`src/rtl/cem_pkg.sv`:
```
package cem_pkg;
  // Decoded events delivered to the counter and the pulse timer.
  typedef struct packed {
    logic chg;       // one-hot vector moved to a new non-zero value
    logic clr_edge;  // rising edge of the clear request
  } cem_evt_t;
endpackage

```
`src/rtl/cem_sync.sv`:
```
module cem_sync #(
  parameter int unsigned W      = 4,
  parameter int unsigned STAGES = 2
) (
  input  logic         clk,
  input  logic         rst_n,
  input  logic [W-1:0] d_i,
  output logic [W-1:0] q_o
);
  logic [W-1:0] stage_q [STAGES];

  generate
    for (genvar s = 0; s < STAGES; s++) begin : g_stage
      if (s == 0) begin : g_first
        always_ff @(posedge clk or negedge rst_n) begin
          if (!rst_n) stage_q[s] <= '0;
          else        stage_q[s] <= d_i;
        end
      end else begin : g_rest
        always_ff @(posedge clk or negedge rst_n) begin
          if (!rst_n) stage_q[s] <= '0;
          else        stage_q[s] <= stage_q[s-1];
        end
      end
    end
  endgenerate

  assign q_o = stage_q[STAGES-1];
endmodule

```
`src/rtl/cem_change_det.sv`:
```
module cem_change_det
  import cem_pkg::*;
#(
  parameter int unsigned LINES = 4
) (
  input  logic             clk,
  input  logic             rst_n,
  input  logic [LINES-1:0] req_s_i,
  input  logic             clr_s_i,
  output cem_evt_t         evt_o
);
  logic [LINES-1:0] prev_q, prev_d;
  logic             prev_clr_q, prev_clr_d;

  always_comb begin
    prev_d         = req_s_i;
    prev_clr_d     = clr_s_i;
    evt_o.chg      = (req_s_i != prev_q) && (|req_s_i);
    evt_o.clr_edge = clr_s_i && !prev_clr_q;
  end

  always_ff @(posedge clk or negedge rst_n) begin
    if (!rst_n) begin
      prev_q     <= '0;
      prev_clr_q <= 1'b0;
    end else begin
      prev_q     <= prev_d;
      prev_clr_q <= prev_clr_d;
    end
  end

  // the synchronized request vector is expected to stay one-hot or idle
  p_onehot_in_r2: assert property (@(posedge clk) disable iff (!rst_n)
    $onehot0(req_s_i));

  // a drop to idle never produces an event
  p_idle_quiet_r3: assert property (@(posedge clk) disable iff (!rst_n)
    (req_s_i == '0) |-> !evt_o.chg);
endmodule

```
`src/rtl/cem_evt_counter.sv`:
```
module cem_evt_counter
  import cem_pkg::*;
#(
  parameter int unsigned CNT_W = 16
) (
  input  logic             clk,
  input  logic             rst_n,
  input  cem_evt_t         evt_i,
  output logic [CNT_W-1:0] count_o
);
  logic [CNT_W-1:0] cnt_q, cnt_d;
  logic             cnt_en;

  always_comb begin
    cnt_en = evt_i.clr_edge || evt_i.chg;
    if (evt_i.clr_edge) cnt_d = '0;           // clear has priority
    else                cnt_d = cnt_q + 1'b1; // natural wrap at all ones
  end

  always_ff @(posedge clk or negedge rst_n) begin
    if (!rst_n)      cnt_q <= '0;
    else if (cnt_en) cnt_q <= cnt_d;
  end

  assign count_o = cnt_q;

  p_clear_zero_r8: assert property (@(posedge clk) disable iff (!rst_n)
    evt_i.clr_edge |=> (count_o == '0));

  p_clear_wins_r9: assert property (@(posedge clk) disable iff (!rst_n)
    (evt_i.clr_edge && evt_i.chg) |=> (count_o == '0));

  p_step_one_r2: assert property (@(posedge clk) disable iff (!rst_n)
    (evt_i.chg && !evt_i.clr_edge) |=> (count_o == $past(count_o) + 1'b1));

  p_hold_r3: assert property (@(posedge clk) disable iff (!rst_n)
    (!evt_i.chg && !evt_i.clr_edge) |=> $stable(count_o));
endmodule

```
`src/rtl/cem_pulse_timer.sv`:
```
module cem_pulse_timer #(
  parameter int unsigned PULSE_CYC = 1250
) (
  input  logic clk,
  input  logic rst_n,
  input  logic trig_i,
  output logic pulse_o
);
  localparam int unsigned TW = $clog2(PULSE_CYC + 1);
  localparam logic [TW-1:0] RELOAD = TW'(PULSE_CYC);

  logic [TW-1:0] rem_q, rem_d;
  logic          rem_en;

  always_comb begin
    rem_en = trig_i || (rem_q != '0);
    if (trig_i) rem_d = RELOAD;          // retrigger reloads the full width
    else        rem_d = rem_q - 1'b1;    // only taken while non-zero: clamps at 0
  end

  always_ff @(posedge clk or negedge rst_n) begin
    if (!rst_n)      rem_q <= '0;
    else if (rem_en) rem_q <= rem_d;
  end

  assign pulse_o = (rem_q != '0);

  p_load_r5: assert property (@(posedge clk) disable iff (!rst_n)
    trig_i |=> (pulse_o && rem_q == RELOAD));

  p_countdown_r6: assert property (@(posedge clk) disable iff (!rst_n)
    (!trig_i && rem_q != '0) |=> (rem_q == $past(rem_q) - 1'b1));

  p_no_wrap_r7: assert property (@(posedge clk) disable iff (!rst_n)
    (!trig_i && !pulse_o) |=> !pulse_o);
endmodule

```
`src/rtl/chg_event_mon.sv`:
```
module chg_event_mon
  import cem_pkg::*;
#(
  parameter int unsigned LINES       = 4,
  parameter int unsigned CNT_W       = 16,
  parameter int unsigned PULSE_CYC   = 1250,
  parameter int unsigned SYNC_STAGES = 2
) (
  input  logic             clk,
  input  logic             rst_n,
  input  logic [LINES-1:0] req_i,
  input  logic             clr_req_i,
  output logic [CNT_W-1:0] evt_count_o,
  output logic             pulse_o
);
  localparam int unsigned SW = LINES + 1;

  logic [SW-1:0]    sync_q;
  logic [LINES-1:0] req_s;
  logic             clr_s;
  cem_evt_t         evt;

  cem_sync #(.W(SW), .STAGES(SYNC_STAGES)) u_sync (
    .clk   (clk),
    .rst_n (rst_n),
    .d_i   ({clr_req_i, req_i}),
    .q_o   (sync_q)
  );

  assign req_s = sync_q[LINES-1:0];
  assign clr_s = sync_q[LINES];

  cem_change_det #(.LINES(LINES)) u_det (
    .clk     (clk),
    .rst_n   (rst_n),
    .req_s_i (req_s),
    .clr_s_i (clr_s),
    .evt_o   (evt)
  );

  cem_evt_counter #(.CNT_W(CNT_W)) u_cnt (
    .clk     (clk),
    .rst_n   (rst_n),
    .evt_i   (evt),
    .count_o (evt_count_o)
  );

  cem_pulse_timer #(.PULSE_CYC(PULSE_CYC)) u_pulse (
    .clk     (clk),
    .rst_n   (rst_n),
    .trig_i  (evt.chg),
    .pulse_o (pulse_o)
  );

  // counter update and pulse start happen on the same edge
  p_pulse_with_count_r5: assert property (@(posedge clk) disable iff (!rst_n)
    (evt.chg && !evt.clr_edge) |=> (pulse_o && evt_count_o != $past(evt_count_o)));
endmodule

```
`config.mk`:
```
export PLATFORM = sky130hd
export DESIGN_NAME = chg_event_mon
export DESIGN_NICKNAME = d
export VERILOG_FILES = /design/src/rtl/cem_pkg.sv /design/src/rtl/cem_sync.sv /design/src/rtl/cem_change_det.sv /design/src/rtl/cem_evt_counter.sv /design/src/rtl/cem_pulse_timer.sv /design/src/rtl/chg_event_mon.sv
export SDC_FILE = /design/constraint.sdc
export NUM_CORES = 1
export LEC_CHECK = 0
export BUFFER_PORTS_ARGS = -buffer_cell sky130_fd_sc_hd__buf_2
export CORE_ASPECT_RATIO = 1.25
export CORE_UTILIZATION = 25
export CTS_CLUSTER_SIZE = 14
export DETAILED_ROUTE_END_ITERATION = 8
export HOLD_SLACK_MARGIN = 0.03
export SYNTH_ARGS = -nofsm -noshare
export SYNTH_HDL_FRONTEND = slang
export SYNTH_SLANG_ARGS = --single-unit
```
`constraint.sdc`:
```
create_clock -name clk -period 1.5 [get_ports clk]
set_input_delay 0.075 -clock clk [delete_from_list [all_inputs] [get_ports clk]]
set_output_delay 0.075 -clock clk [all_outputs]
set_load 0.05 [all_outputs]
```
# Word-level counts from Yosys, hierarchy flattened
# Cells that the tools add are included.
[word_totals]
register_bits = 42
in_bits = 7
elab_cells = 18
[classes]
n_addsub = 2
n_eq_ne = 1
mux = 2
reduce_logical = 7
[op_table]
columns = ["op", "count"]
rows = [
  ["$add 16x1->16 const B", 1],
  ["$mux 16", 1],
  ["$mux 11", 1],
  ["$reduce_bool 11->1", 1],
  ["$sub 11x1->11 const B", 1],
  ["$ne 4x4->1", 1],
  ["$reduce_or 4->1", 1],
  ["$logic_and 1x1->1", 2],
  ["$logic_or 1x1->1", 2],
  ["$logic_not 1->1", 1],
]

# Longest topological paths before layout
# Gate-level depths: netlist of the first run.
[logic_depth]
depth_word = 3
ltp_mapped = 7
depth_no_buf = 7

# Modules after synthesis
# Synthesis of the first run repeated with hierarchy kept, for this count alone.
[unflattened]
hier_cells = 167
hier_area_um2 = 1943.1
[by_module_without_submodules]
columns = ["module", "n_inst", "cells_each", "area_per_inst_um2", "seq_area_each_um2"]
rows = [
  ["cem_evt_counter", 1, 82, 872.1, 400.4],
  ["cem_pulse_timer", 1, 58, 601.8, 275.3],
  ["cem_sync", 1, 15, 287.8, 250.2],
  ["cem_change_det", 1, 12, 181.4, 125.1],
]

# Least setup slack after synthesis of the first run
# OpenSTA, ideal clock, no wires.
[synth_timing]
path_type = "register to register"
start = "reg u_cnt.cnt_q[2] (netlist: u_cnt.count_o[2])"
end = "reg u_cnt.cnt_q[13] (netlist: u_cnt.count_o[13])"
setup_ns = 0.078
arrival_time_ns = 1.876
setup_slack_ns = -0.454
path_stages_with_launch = 6
n_path_buf = 1
synth_period_minus_slack_ns = 1.954
path_cell_list = "dfrtp_1 -> nand3_1 -> or2_2 -> buf_2 -> or4_1 -> a21oi_1"
[synth_via]
elab_chain_len = 2
[synth_lines]
columns = ["item", "line_no", "text"]
rows = [
  ["start, declared", "cem_evt_counter.sv:11", "logic [CNT_W-1:0] cnt_q, cnt_d;"],
  ["start signal, assigned", "cem_evt_counter.sv:22", "else if (cnt_en) cnt_q <= cnt_d;"],
  ["$add 16x1->16", "cem_evt_counter.sv:17", "else cnt_d = cnt_q + 1'b1;"],
  ["$mux 16", "cem_evt_counter.sv:16", "if (evt_i.clr_edge) cnt_d = '0;"],
]
# Every way passes these cells.
# A chain may end at the register's enable or synchronous reset.

# Worst setup path after layout of the first run
[layout_timing]
start = "reg u_pulse.rem_q[8]"
end = "reg u_pulse.rem_q[3]"
[layout_via]
elab_chain_len = 2
[layout_lines]
columns = ["item", "line_no", "text"]
rows = [
  ["start, declared", "cem_pulse_timer.sv:12", "logic [TW-1:0] rem_q, rem_d;"],
  ["start signal, assigned", "cem_pulse_timer.sv:23", "else if (rem_en) rem_q <= rem_d;"],
  ["$reduce_bool 11->1", "cem_pulse_timer.sv:16", "rem_en = trig_i || (rem_q != '0);"],
  ["$logic_or 1x1->1", "cem_pulse_timer.sv:16", ""],
]
# Every way passes these cells.

==> reports/qor.txt, run 1 <==
ratio of cells with drive above 1 in the final layout - 62.1%
type of the worst min-delay path - in -> async
total clock buffers created by CTS - 5
y dimension of the die - 98.9 um
number of H-tree levels - 2
commonest non-fill, non-tap cell in the layout - sky130_fd_sc_hd__buf_4
largest net degree at the start of global routing - 28
number of setup violations in the final report - 28
Worst Clk Skew - 0.00886 ns
worst-case register-to-register setup slack - -0.34 ns
class of the most critical setup path - reg -> reg
CP required - 1.69 ns
reg2reg end - u_pulse.rem_q[3]
commonest cells after routing, fill and taps aside - 44 x sky130_fd_sc_hd__buf_4, 28 x sky130_fd_sc_hd__dfrtp_1, 22 x sky130_fd_sc_hd__buf_2, 14 x sky130_fd_sc_hd__dfrtp_2
synthesis warning total - 0
CP delay by family, top - simple AND/OR/NAND/NOR gates
number of top-level pins - 24
setup repair after global routing missed its margin - yes
total negative setup slack - -5.85 ns
non-filler cells in the finished layout - 351
Clk Latency, worst-skew pair - 0.30 ns
internal power of the cells - 2.03 mW
total wire length - 4.89 mm
worst-case setup margin in the final layout - -0.338 ns
Routed wire per std cell - 13.9 um
fraction of post-synthesis cell area in the top cell type by area - 56.0%
number of antenna violations at the first check in global routing - 0
standard cell core area - 0.00710 mm^2
worst voltage drop across the vdd grid - 0.000348 V
post-synthesis instance area - 0.00188 mm^2
cells traversed along the worst timing path - or4_4 -> buf_8 -> o41ai_4 -> xor2_1 -> nor2_1
post-synth net total - 181
total inserted antenna cells - 0
drt drc - 0
Max-slew headroom - 73.8%
Critical Path Source Type - flip-flop
sum of buffers and inverters on the critical path - 1
static power due to leakage - 1.31 nW
number of stages on the worst setup path - 5
Sw Share - 31.0%
post-synthesis cell count - 172
power share of the clock group - 30.9%
slowest CP cell - sky130_fd_sc_hd__or4_4
Total Die Area - 0.00786 mm^2
mean area per synthesized cell - 10.9 um^2
R2R cell count - 5
failing checks - setup timing
peak clock frequency supported by timing - 544 MHz
areal power density over the cells - 932 mW/mm^2
final slew viol count - 0
final weighted congestion in routability-driven placement - 0.733
net switching power figure - 0.910 mW
number of nets still failing antenna checks after routing - 0
routed via count divided by cell count - 4.79
clock tree from TritonCTS - yes
Min Clock Period, post-route - 1.84 ns
flip-flop and latch count after synthesis - 42
crit path capture type - flip-flop
overflow left after global routing - 0
total via count in the routed design - 1680
pre-CTS worst setup slack - -0.235 ns
register share of total power - 44.6%
clock transition at the registers of the reported paths - 0.08 ns
Worst setup startpoint - u_pulse.rem_q[8]
violation count after the first detailed-routing iteration - 121
Row Count - 34
clk sinks - 42
first-pass GRT wire length - 7.82 mm
Net count, final - 269
outcome - finished, violations left
die width - 79.5 um
clock root buffer - sky130_fd_sc_hd__clkbuf_8
Port Buf Inserts - 23
combinational cell fraction of total power - 24.5%
Largest stage delay, worst path - 0.58 ns
Layout area overhead - 68.0%
Worst-Margin Slew - 0.393 ns
WP data arrival - 2.03 ns
sequential-to-total area share from yosys stat - 56.0%
half-perimeter wire length after placement - 3.09 mm
largest area contributor in the netlist - sky130_fd_sc_hd__dfrtp_1
global-route total usage across every layer - 13.0%
cells taking the most area after synthesis - sky130_fd_sc_hd__dfrtp_1 56%, sky130_fd_sc_hd__or4_1 4.4%, sky130_fd_sc_hd__a21oi_1 4.0%
DP Cell Count - 319
clk buf depth - 2
starting utilization of the core area - 26.4%
DR pass1 iterations - 4
number of global-route vias before repair - 1685
Critical path destination - u_pulse.rem_q[3]
launch point of the worst reg-to-reg path - u_pulse.rem_q[8]
layout filler cell count - 653
number of hold violations in the final report - 0
distinct cell type count after synthesis - 35
post-route clock period utilization - 123%
maxcap violations - 0
maximum net fanout on the critical path - 5
==> sequential cells by signal, summed over array words and instances (netlist names) <==
name and cells:
u_pulse.rem_q 11, u_sync.stage_q 5, u_det.prev_clr_q 1, u_det.prev_q 4, u_cnt.count_o 16, u_sync.q_o 5
==> layout make-up <==
cell class | instances | area, um^2 | share of cell area [%]
multi-input cells | 119 | 1080 | 34.4
flip-flops and latches | 42 | 1070 | 33.9
repair buffers | 88 | 756 | 24.0
well taps | 90 | 113 | 3.57
clock buffers | 5 | 68.8 | 2.18
clock inverters | 3 | 45.0 | 1.43
inverters | 4 | 17.5 | 0.556
==> worst min path at each step <==
| stage | cells after the start | slack (ns) | to |
|---|---|---|---|
| final | 2 | 0.22 | u_cnt.count_o[11] |
| after global routing | 2 | 0.24 | u_pulse.rem_q[2] |
| after CTS | 2 | 0.23 | u_pulse.rem_q[2] |
| after detailed placement | 1 | 0.02 | u_cnt.count_o[11] |
| after global placement | 1 | 0.02 | u_cnt.count_o[11] |
| after floorplan | 0 | -0.22 | u_cnt.count_o[0] |
==> routing by layer <==
| layer | GRT usage, % | wire [um] |
|---|---|---|
| met1 | 14.6 | 1930 |
| met2 | 23.3 | 2770 |
| met3 | 3.06 | 126 |
| met4 | 4.62 | 63 |
| met5 | 0 | 0 |
==> worst reg2reg max path: cells and delay by family (launching register included) <==
family,cells,cell delay (ns)
simple gates,2,0.63
compound gates,1,0.36
flops,1,0.40
xor+xnor,1,0.18
buf+inv,1,0.16
==> through the flow <==
| step | area [um^2] | utilization (%) | power [mW] | hold WS, ns |
|---|---|---|---|---|
| after detailed placement | 2480 | 35.0 | 1.86 | 0.0203 |
| after floorplan | 1970 | - | 1.65 | -0.221 |
| after global placement | 2480 | 35.0 | 1.85 | 0.0231 |
| final | 3150 | 44.4 | 2.94 | 0.223 |
| after CTS | 2950 | 41.6 | 2.90 | 0.228 |
| after global routing | 3150 | 44.4 | 3.09 | 0.240 |
==> cell usage after synthesis <==
master,count
sky130_fd_sc_hd__a21oi_1,15
sky130_fd_sc_hd__a31o_2,1
sky130_fd_sc_hd__a41o_1,1
sky130_fd_sc_hd__a41oi_2,1
sky130_fd_sc_hd__and2_0,1
sky130_fd_sc_hd__and3_1,1
sky130_fd_sc_hd__and4_1,2
sky130_fd_sc_hd__buf_2,5
sky130_fd_sc_hd__clkbuf_1,2
sky130_fd_sc_hd__dfrtp_1,42
sky130_fd_sc_hd__ha_1,2
sky130_fd_sc_hd__inv_1,3
sky130_fd_sc_hd__inv_2,1
sky130_fd_sc_hd__mux2i_1,1
sky130_fd_sc_hd__nand2_1,14
sky130_fd_sc_hd__nand2b_1,3
sky130_fd_sc_hd__nand3_1,6
sky130_fd_sc_hd__nand4_1,3
sky130_fd_sc_hd__nor2_1,10
sky130_fd_sc_hd__nor2b_1,3
sky130_fd_sc_hd__nor3_1,2
sky130_fd_sc_hd__nor4_1,2
sky130_fd_sc_hd__nor4_4,1
sky130_fd_sc_hd__o2111ai_1,1
sky130_fd_sc_hd__o211ai_1,1
sky130_fd_sc_hd__o21ai_0,8
sky130_fd_sc_hd__o21ai_1,1
sky130_fd_sc_hd__o311ai_4,1
sky130_fd_sc_hd__o31ai_1,9
sky130_fd_sc_hd__o41ai_2,1
sky130_fd_sc_hd__or2_2,1
sky130_fd_sc_hd__or3_1,7
sky130_fd_sc_hd__or4_1,11
sky130_fd_sc_hd__xnor2_1,6
sky130_fd_sc_hd__xor2_1,3
==> power by group through the flow <==
stage | sequential (mW) | clock (mW) | combinational [mW]
2_1_floorplan | 1.47 | 0 | 0.185
3_5_place_dp | 1.32 | 0 | 0.534
6_report | 1.31 | 0.909 | 0.720
5_1_grt | 1.32 | 0.989 | 0.776
4_1_cts | 1.30 | 0.935 | 0.659
3_3_place_gp | 1.32 | 0 | 0.531
==> what timing repair did <==
item / CTS / global route
endpoints found under the setup margin: 27 / 28
endpoints found under the hold margin: 39 / 0
hold buffers: 6 / 0
gates resized for setup: 45 / 41
setup buffers: 7 / 12
cloned: 2 / 1
pin swaps: 28 / 30
==> kinds of logic after synthesis <==
kind of cell	share of synthesized area (%)
AO/OA/AOI/OAI	15.0
flip-flops	56.0
buffers and inverters	2.53
AND/OR/NAND/NOR	20.4
XOR/XNOR	4.20
adder cells (fa/ha/maj)	1.33
multiplexers	0.533
Note: power is estimated with default switching activity, not from simulation.
==> inputs of run 2 (changes only) <==
REMOVE_ABC_BUFFERS = 1   (was unset)
==> run 2 against run 1 <==
- the flow still finishes with violations (setup timing)
- critical path depth shrank 1
- cell area decreased by 1.9%
- first-iteration DRC count fell by 30%
- non-clock buffer count fell by 2
- die area unchanged
- register-to-register slack is essentially flat
- flip-flop and latch count stayed put
==> reports/qor.txt, run 2 (synthesized netlist as in run 1, its figures left out) <==
total via count in the routed design - 1703 (was 1680)
Critical Path Source Type - flip-flop (unchanged)
Layout area overhead - 64.7% (was 68.0%)
final slew viol count - 0 (unchanged)
number of global-route vias before repair - 1780 (was 1685)
standard cell area after detailed placement - 0.00237 mm^2 (was 0.00248 mm^2)
number of nets still failing antenna checks after routing - 0 (unchanged)
number of setup violations in the final report - 26 (was 28)
failing checks - setup timing (unchanged)
Max-slew headroom - 63.5% (was 73.8%)
total negative setup slack - -5.95 ns (was -5.85 ns)
CP required - 1.42 ns (was 1.69 ns)
final weighted congestion in routability-driven placement - 0.739 (was 0.733)
starting utilization of the core area - 26.4% (unchanged)
total inserted antenna cells - 0 (unchanged)
maxcap violations - 0 (unchanged)
peak clock frequency supported by timing - 530 MHz (was 544 MHz)
commonest non-fill, non-tap cell in the layout - sky130_fd_sc_hd__buf_4 (unchanged)
total wire length - 5.10 mm (was 4.89 mm)
clk sinks - 42 (unchanged)
DR pass1 iterations - 4 (unchanged)
setup repair after global routing missed its margin - yes (unchanged)
Worst-Margin Slew - 0.548 ns (was 0.393 ns)
overflow left after global routing - 0 (unchanged)
worst-case setup margin in the final layout - -0.386 ns (was -0.338 ns)
multi-input logic area - 0.00108 mm^2 (about the same)
y dimension of the die - 98.9 um (unchanged)
Total Die Area - 0.00786 mm^2 (unchanged)
WP data arrival - 1.81 ns (was 2.03 ns)
areal power density over the cells - 961 mW/mm^2 (was 932 mW/mm^2)
clock tree from TritonCTS - yes (unchanged)
Row Count - 34 (unchanged)
half-perimeter wire length after placement - 2.83 mm (was 3.09 mm)
ratio of cells with drive above 1 in the final layout - 56.8% (was 62.1%)
clk buf depth - 2 (unchanged)
largest net degree at the start of global routing - 43 (was 28)
number of top-level pins - 24 (unchanged)
die width - 79.5 um (unchanged)
static power due to leakage - 1.30 nW (was 1.31 nW)
number of hold violations in the final report - 0 (unchanged)
Net count, final - 267 (was 269)
Clk Latency, worst-skew pair - 0.30 ns (about the same)
Min Clock Period, post-route - 1.89 ns (was 1.84 ns)
type of the worst min-delay path - reg -> reg (was in -> async)
cell area after layout - 0.00309 mm^2 (was 0.00315 mm^2)
class of the most critical setup path - reg -> out (was reg -> reg)
Port Buf Inserts - 23 (unchanged)
DP Cell Count - 316 (was 319)
non-filler cells in the finished layout - 349 (was 351)
Worst Clk Skew - 0.00740 ns (was 0.00886 ns)
area taken by flip-flops and latches - 0.00106 mm^2 (was 0.00107 mm^2)
final cell utilization of the core - 43.5% (was 44.4%)
maximum net fanout on the critical path - 2 (was 5)
Routed wire per std cell - 14.6 um (was 13.9 um)
outcome - finished, violations left (unchanged)
crit path capture type - output port (was flip-flop)
layout filler cell count - 655 (was 653)
clock root buffer - sky130_fd_sc_hd__clkbuf_8 (unchanged)
cells traversed along the worst timing path - or4_4 -> nor4_4 -> inv_2 -> buf_8 (was or4_4 -> buf_8 -> o41ai_4 -> xor2_1 -> nor2_1)
total clock buffers created by CTS - 5 (unchanged)
Largest stage delay, worst path - 0.56 ns (was 0.58 ns)
drt drc - 0 (unchanged)
routed via count divided by cell count - 4.88 (was 4.79)
violation count after the first detailed-routing iteration - 85 (was 121)
commonest cells after routing, fill and taps aside - 48 x sky130_fd_sc_hd__buf_4, 38 x sky130_fd_sc_hd__dfrtp_1, 22 x sky130_fd_sc_hd__buf_2, 13 x sky130_fd_sc_hd__nand2_1, 13 x sky130_fd_sc_hd__a21oi_2 (was 44 x sky130_fd_sc_hd__buf_4, 28 x sky130_fd_sc_hd__dfrtp_1, 22 x sky130_fd_sc_hd__buf_2, 14 x sky130_fd_sc_hd__dfrtp_2)
clock transition at the registers of the reported paths - 0.09 ns (was 0.08 ns)
global-route total usage across every layer - 13.3% (was 13.0%)
first-pass GRT wire length - 8.11 mm (was 7.82 mm)
slowest CP cell - sky130_fd_sc_hd__or4_4 (unchanged)
worst voltage drop across the vdd grid - 0.000527 V (was 0.000348 V)
number of flip-flops in the largest register - 16 (unchanged)
number of H-tree levels - 2 (unchanged)
standard cell core area - 0.00710 mm^2 (unchanged)
number of antenna violations at the first check in global routing - 0 (unchanged)
post-route clock period utilization - 126% (was 123%)
[run 2: repair_timing]
item,4_1_cts,5_1_grt
pin swaps,30,24
hold buffers,6,0
setup endpoints to repair,26,27
gates resized for setup,48,39
hold endpoints to repair,47,0
buffers inserted,9,13
gates cloned,3,0
[run 2: worst max-delay path, delay by kind of cell, from the launching register on]
kind | cells | cell delay [ns]
flops | 1 | 0.39
simple gates | 2 | 0.88
buf+inv | 2 | 0.25
[run 2: per-layer routing]
| metal | up-vias | GRT usage (%) | part of all wire (%) | routed length (um) |
|---|---|---|---|---|
| met2 | 41 | 23.0 | 55 | 2790 |
| met1 | 844 | 15.0 | 40 | 2030 |
| met4 | 0 | 6.43 | 1.9 | 96 |
| li1 | 809 | - | - | - |
| met5 | - | 0 | 0 | 0 |
| met3 | 9 | 3.24 | 3.5 | 181 |
[run 2: cell type report]
class,instances,area share [%]
well taps,90,3.64
clock inverters,3,1.46
clock buffers,5,2.23
flip-flops and latches,42,34.2
repair buffers,86,23.2
inverters,4,0.486
multi-input cells,119,34.8
[run 2: metrics by stage]
| stage | worst slack [ns] | hold WS [ns] | power (mW) |
|---|---|---|---|
| 2_1_floorplan | -0.376 | -0.221 | 1.60 |
| 3_3_place_gp | -0.197 | 0.179 | 1.84 |
| 3_5_place_dp | -0.247 | 0.183 | 1.86 |
| 4_1_cts | -0.412 | 0.355 | 2.89 |
| 5_1_grt | -0.460 | 0.363 | 3.11 |
| 6_report | -0.386 | 0.353 | 2.97 |
[run 2: final timing paths]
| check | from | end | slack [ns] | cells past startpoint |
|---|---|---|---|---|
| setup / recovery | u_pulse.rem_q[9] | pulse_o | -0.39 | 4 |
| setup reg to reg | u_pulse.rem_q[9] | u_pulse.rem_q[3] | -0.34 | 6 |
| max in group asynchronous | rst_n | u_sync.q_o[3] | 0.73 | 3 |
| min in group asynchronous | rst_n | u_pulse.rem_q[9] | 0.36 | 3 |
| hold reg to reg | u_sync.stage_q[6] | u_sync.q_o[1] | 0.35 | 0 |
| hold / removal | u_sync.stage_q[6] | u_sync.q_o[1] | 0.35 | 0 |
[run 2: where the power goes]
part           switching (mW)  internal [mW]  leakage (nW)  total (mW)
combinational           0.451          0.346         0.727       0.797
sequential             0.0549           1.20         0.518        1.26
clock                   0.421          0.495        0.0504       0.916
==> inputs of run 3 (changes only) <==
CELL_PAD_IN_SITES_DETAIL_PLACEMENT = 2   (was unset)
CELL_PAD_IN_SITES_GLOBAL_PLACEMENT = 2   (was unset)
CORE_UTILIZATION = 33   (was 25)
PLACE_DENSITY_LB_ADDON = 0.1   (was unset)
==> run 3 against run 2 <==
- the run still ends with setup timing left
- die area fell by 24%
- sequential power about the same
- clock power shrank 13%
- non-clock buffer count is 2 lower
- utilization is 12 points higher
- flip-flop and latch count unchanged
- critical path depth up 1
- first-iteration DRC count shrank 26%
- count of clock-buffer cells in the layout stayed put
- worst setup slack worse by 0.010 ns
- register-to-register slack lost 0.06 ns
- critical endpoint is now u_pulse.rem_q[9]
==> reports/qor.txt, run 3 (synthesized netlist as in run 1, its figures left out) <==
CP delay by family, top - simple AND/OR/NAND/NOR gates (unchanged)
WP data arrival - 2.09 ns (was 1.81 ns)
largest net degree at the start of global routing - 23 (was 43)
slowest CP cell - sky130_fd_sc_hd__or4_4 (unchanged)
worst voltage drop across the vdd grid - 0.000503 V (was 0.000527 V)
Worst setup startpoint - u_pulse.rem_q[8] (was u_pulse.rem_q[9])
half-perimeter wire length after placement - 4.03 mm (was 2.83 mm)
Total Die Area - 0.00599 mm^2 (was 0.00786 mm^2)
clock root buffer - sky130_fd_sc_hd__clkbuf_8 (unchanged)
Row Count - 30 (was 34)
number of global-route vias before repair - 1953 (was 1780)
class of the most critical setup path - reg -> reg (was reg -> out)
Worst Clk Skew - 0.00533 ns (was 0.00740 ns)
Port Buf Inserts - 23 (unchanged)
failing checks - setup timing (unchanged)
die width - 69.5 um (was 79.5 um)
total via count in the routed design - 1766 (was 1703)
Power, Total - 2.87 mW (was 2.97 mW)
clock transition at the registers of the reported paths - 0.09 ns (about the same)
number of flip-flops in the largest register - 16 (unchanged)
Clk Latency, worst-skew pair - 0.30 ns (about the same)
Largest stage delay, worst path - 0.57 ns (was 0.56 ns)
total clock buffers created by CTS - 5 (unchanged)
standard cell area after detailed placement - 0.00237 mm^2 (unchanged)
final slew viol count - 0 (unchanged)
Min Clock Period, post-route - 1.90 ns (was 1.89 ns)
Routed wire per std cell - 22.3 um (was 14.6 um)
drt drc - 0 (unchanged)
clock tree from TritonCTS - yes (unchanged)
violation count after the first detailed-routing iteration - 63 (was 85)
crit path capture type - flip-flop (was output port)
CP required - 1.70 ns (was 1.42 ns)
met2 global-route usage - 44.2% (was 23.0%)
worst-case setup margin in the final layout - -0.396 ns (was -0.386 ns)
DR pass1 iterations - 4 (unchanged)
GR met1 Demand/Resource - 22.6% (was 15.0%)
cells traversed along the worst timing path - or4_4 -> buf_6 -> o311ai_4 -> or3_1 -> a21oi_2 (was or4_4 -> nor4_4 -> inv_2 -> buf_8)
maxcap violations - 0 (unchanged)
final cell utilization of the core - 55.7% (was 43.5%)
total wire length - 7.16 mm (was 5.10 mm)
clk sinks - 42 (unchanged)
ratio of cells with drive above 1 in the final layout - 57.6% (was 56.8%)
multi-input logic area - 0.00105 mm^2 (was 0.00108 mm^2)
y dimension of the die - 86.3 um (was 98.9 um)
layout filler cell count - 518 (was 655)
number of antenna violations at the first check in global routing - 0 (unchanged)
clk buf depth - 2 (unchanged)
starting utilization of the core area - 34.5% (was 26.4%)
first-pass GRT wire length - 10.0 mm (was 8.11 mm)
maximum net fanout on the critical path - 5 (was 2)
Max-slew headroom - 62.4% (was 63.5%)
busiest layer in global routing - met2 (unchanged)
sum of buffers and inverters on the critical path - 1 (was 2)
number of H-tree levels - 2 (unchanged)
number of nets still failing antenna checks after routing - 0 (unchanged)
Net count, final - 265 (was 267)
commonest cells after routing, fill and taps aside - 43 x sky130_fd_sc_hd__buf_4, 38 x sky130_fd_sc_hd__dfrtp_1, 22 x sky130_fd_sc_hd__buf_2, 14 x sky130_fd_sc_hd__a21oi_2, 12 x sky130_fd_sc_hd__nand2_1 (was 48 x sky130_fd_sc_hd__buf_4, 38 x sky130_fd_sc_hd__dfrtp_1, 22 x sky130_fd_sc_hd__buf_2, 13 x sky130_fd_sc_hd__nand2_1, 13 x sky130_fd_sc_hd__a21oi_2)
Layout area overhead - 61.6% (was 64.7%)
number of top-level pins - 24 (unchanged)
cell area after layout - 0.00303 mm^2 (was 0.00309 mm^2)
worst slack on hold paths - 0.293 ns (was 0.353 ns)
GR met3 Demand/Resource - 3.95% (was 3.24%)
type of the worst min-delay path - in -> async (was reg -> reg)
number of hold violations in the final report - 0 (unchanged)
peak clock frequency supported by timing - 527 MHz (was 530 MHz)
area taken by flip-flops and latches - 0.00106 mm^2 (unchanged)
static power due to leakage - 1.30 nW (about the same)
post-route clock period utilization - 126% (about the same)
standard cell core area - 0.00544 mm^2 (was 0.00710 mm^2)
overflow left after global routing - 0 (unchanged)
Worst-Margin Slew - 0.565 ns (was 0.548 ns)
areal power density over the cells - 945 mW/mm^2 (was 961 mW/mm^2)
launch point of the worst reg-to-reg path - u_pulse.rem_q[8] (was u_pulse.rem_q[9])
setup repair after global routing missed its margin - yes (unchanged)
total negative setup slack - -6.06 ns (was -5.95 ns)
global-route total usage across every layer - 21.9% (was 13.3%)
final weighted congestion in routability-driven placement - 0.763 (was 0.739)
number of setup violations in the final report - 27 (was 26)
Critical Path Source Type - flip-flop (unchanged)
total inserted antenna cells - 0 (unchanged)
commonest non-fill, non-tap cell in the layout - sky130_fd_sc_hd__buf_4 (unchanged)
routed via count divided by cell count - 5.50 (was 4.88)
outcome - finished, violations left (unchanged)
[run 3: through the flow]
stage / cells / setup WS [ns]
after floorplan: 165 / -0.376
after global placement: 291 / -0.178
after detailed placement: 291 / -0.292
after CTS: 317 / -0.482
after global routing: 321 / -0.452
final: 321 / -0.396
[run 3: report_power, final]
part | switching [mW] | total [mW] | internal [mW]
clock | 0.460 | 0.797 | 0.337
combinational | 0.460 | 0.797 | 0.336
sequential | 0.0689 | 1.27 | 1.20
total | 0.989 | 2.87 | 1.88
[run 3: final timing paths]
check                               endpoint  slack (ns)  cells after the start
setup / recovery            u_pulse.rem_q[9]       -0.40                      5
hold / removal             u_cnt.count_o[12]        0.29                      2
setup reg to reg            u_pulse.rem_q[9]       -0.40                      5
hold reg to reg                u_sync.q_o[3]        0.36                      0
max in group asynchronous   u_cnt.count_o[1]        0.67                      3
min in group clk               u_sync.q_o[3]        0.36                      0
[run 3: area by class of cell]
cell class	count	share of cell area, %
clock buffer	5	2.27
clock inverter	3	0.825
inverter	4	0.495
multi-input combinational	119	34.7
sequential	42	34.8
tap	64	2.64
timing repair buffer	84	24.3
[run 3: layer usage]
layer | wire length (um) | vias up | part of all wire, %
met4 | 133 | 0 | 1.9
li1 | - | 797 | -
met3 | 135 | 11 | 1.9
met1 | 2830 | 925 | 40
met5 | 0 | - | 0
met2 | 4050 | 33 | 57
[run 3: what timing repair did]
item	4_1_cts	5_1_grt
setup endpoints to repair	28	28
buffers inserted	11	7
pin swaps	25	22
cloned	3	0
gates resized for setup	39	42
hold endpoints to repair	26	0
hold buffers	6	0
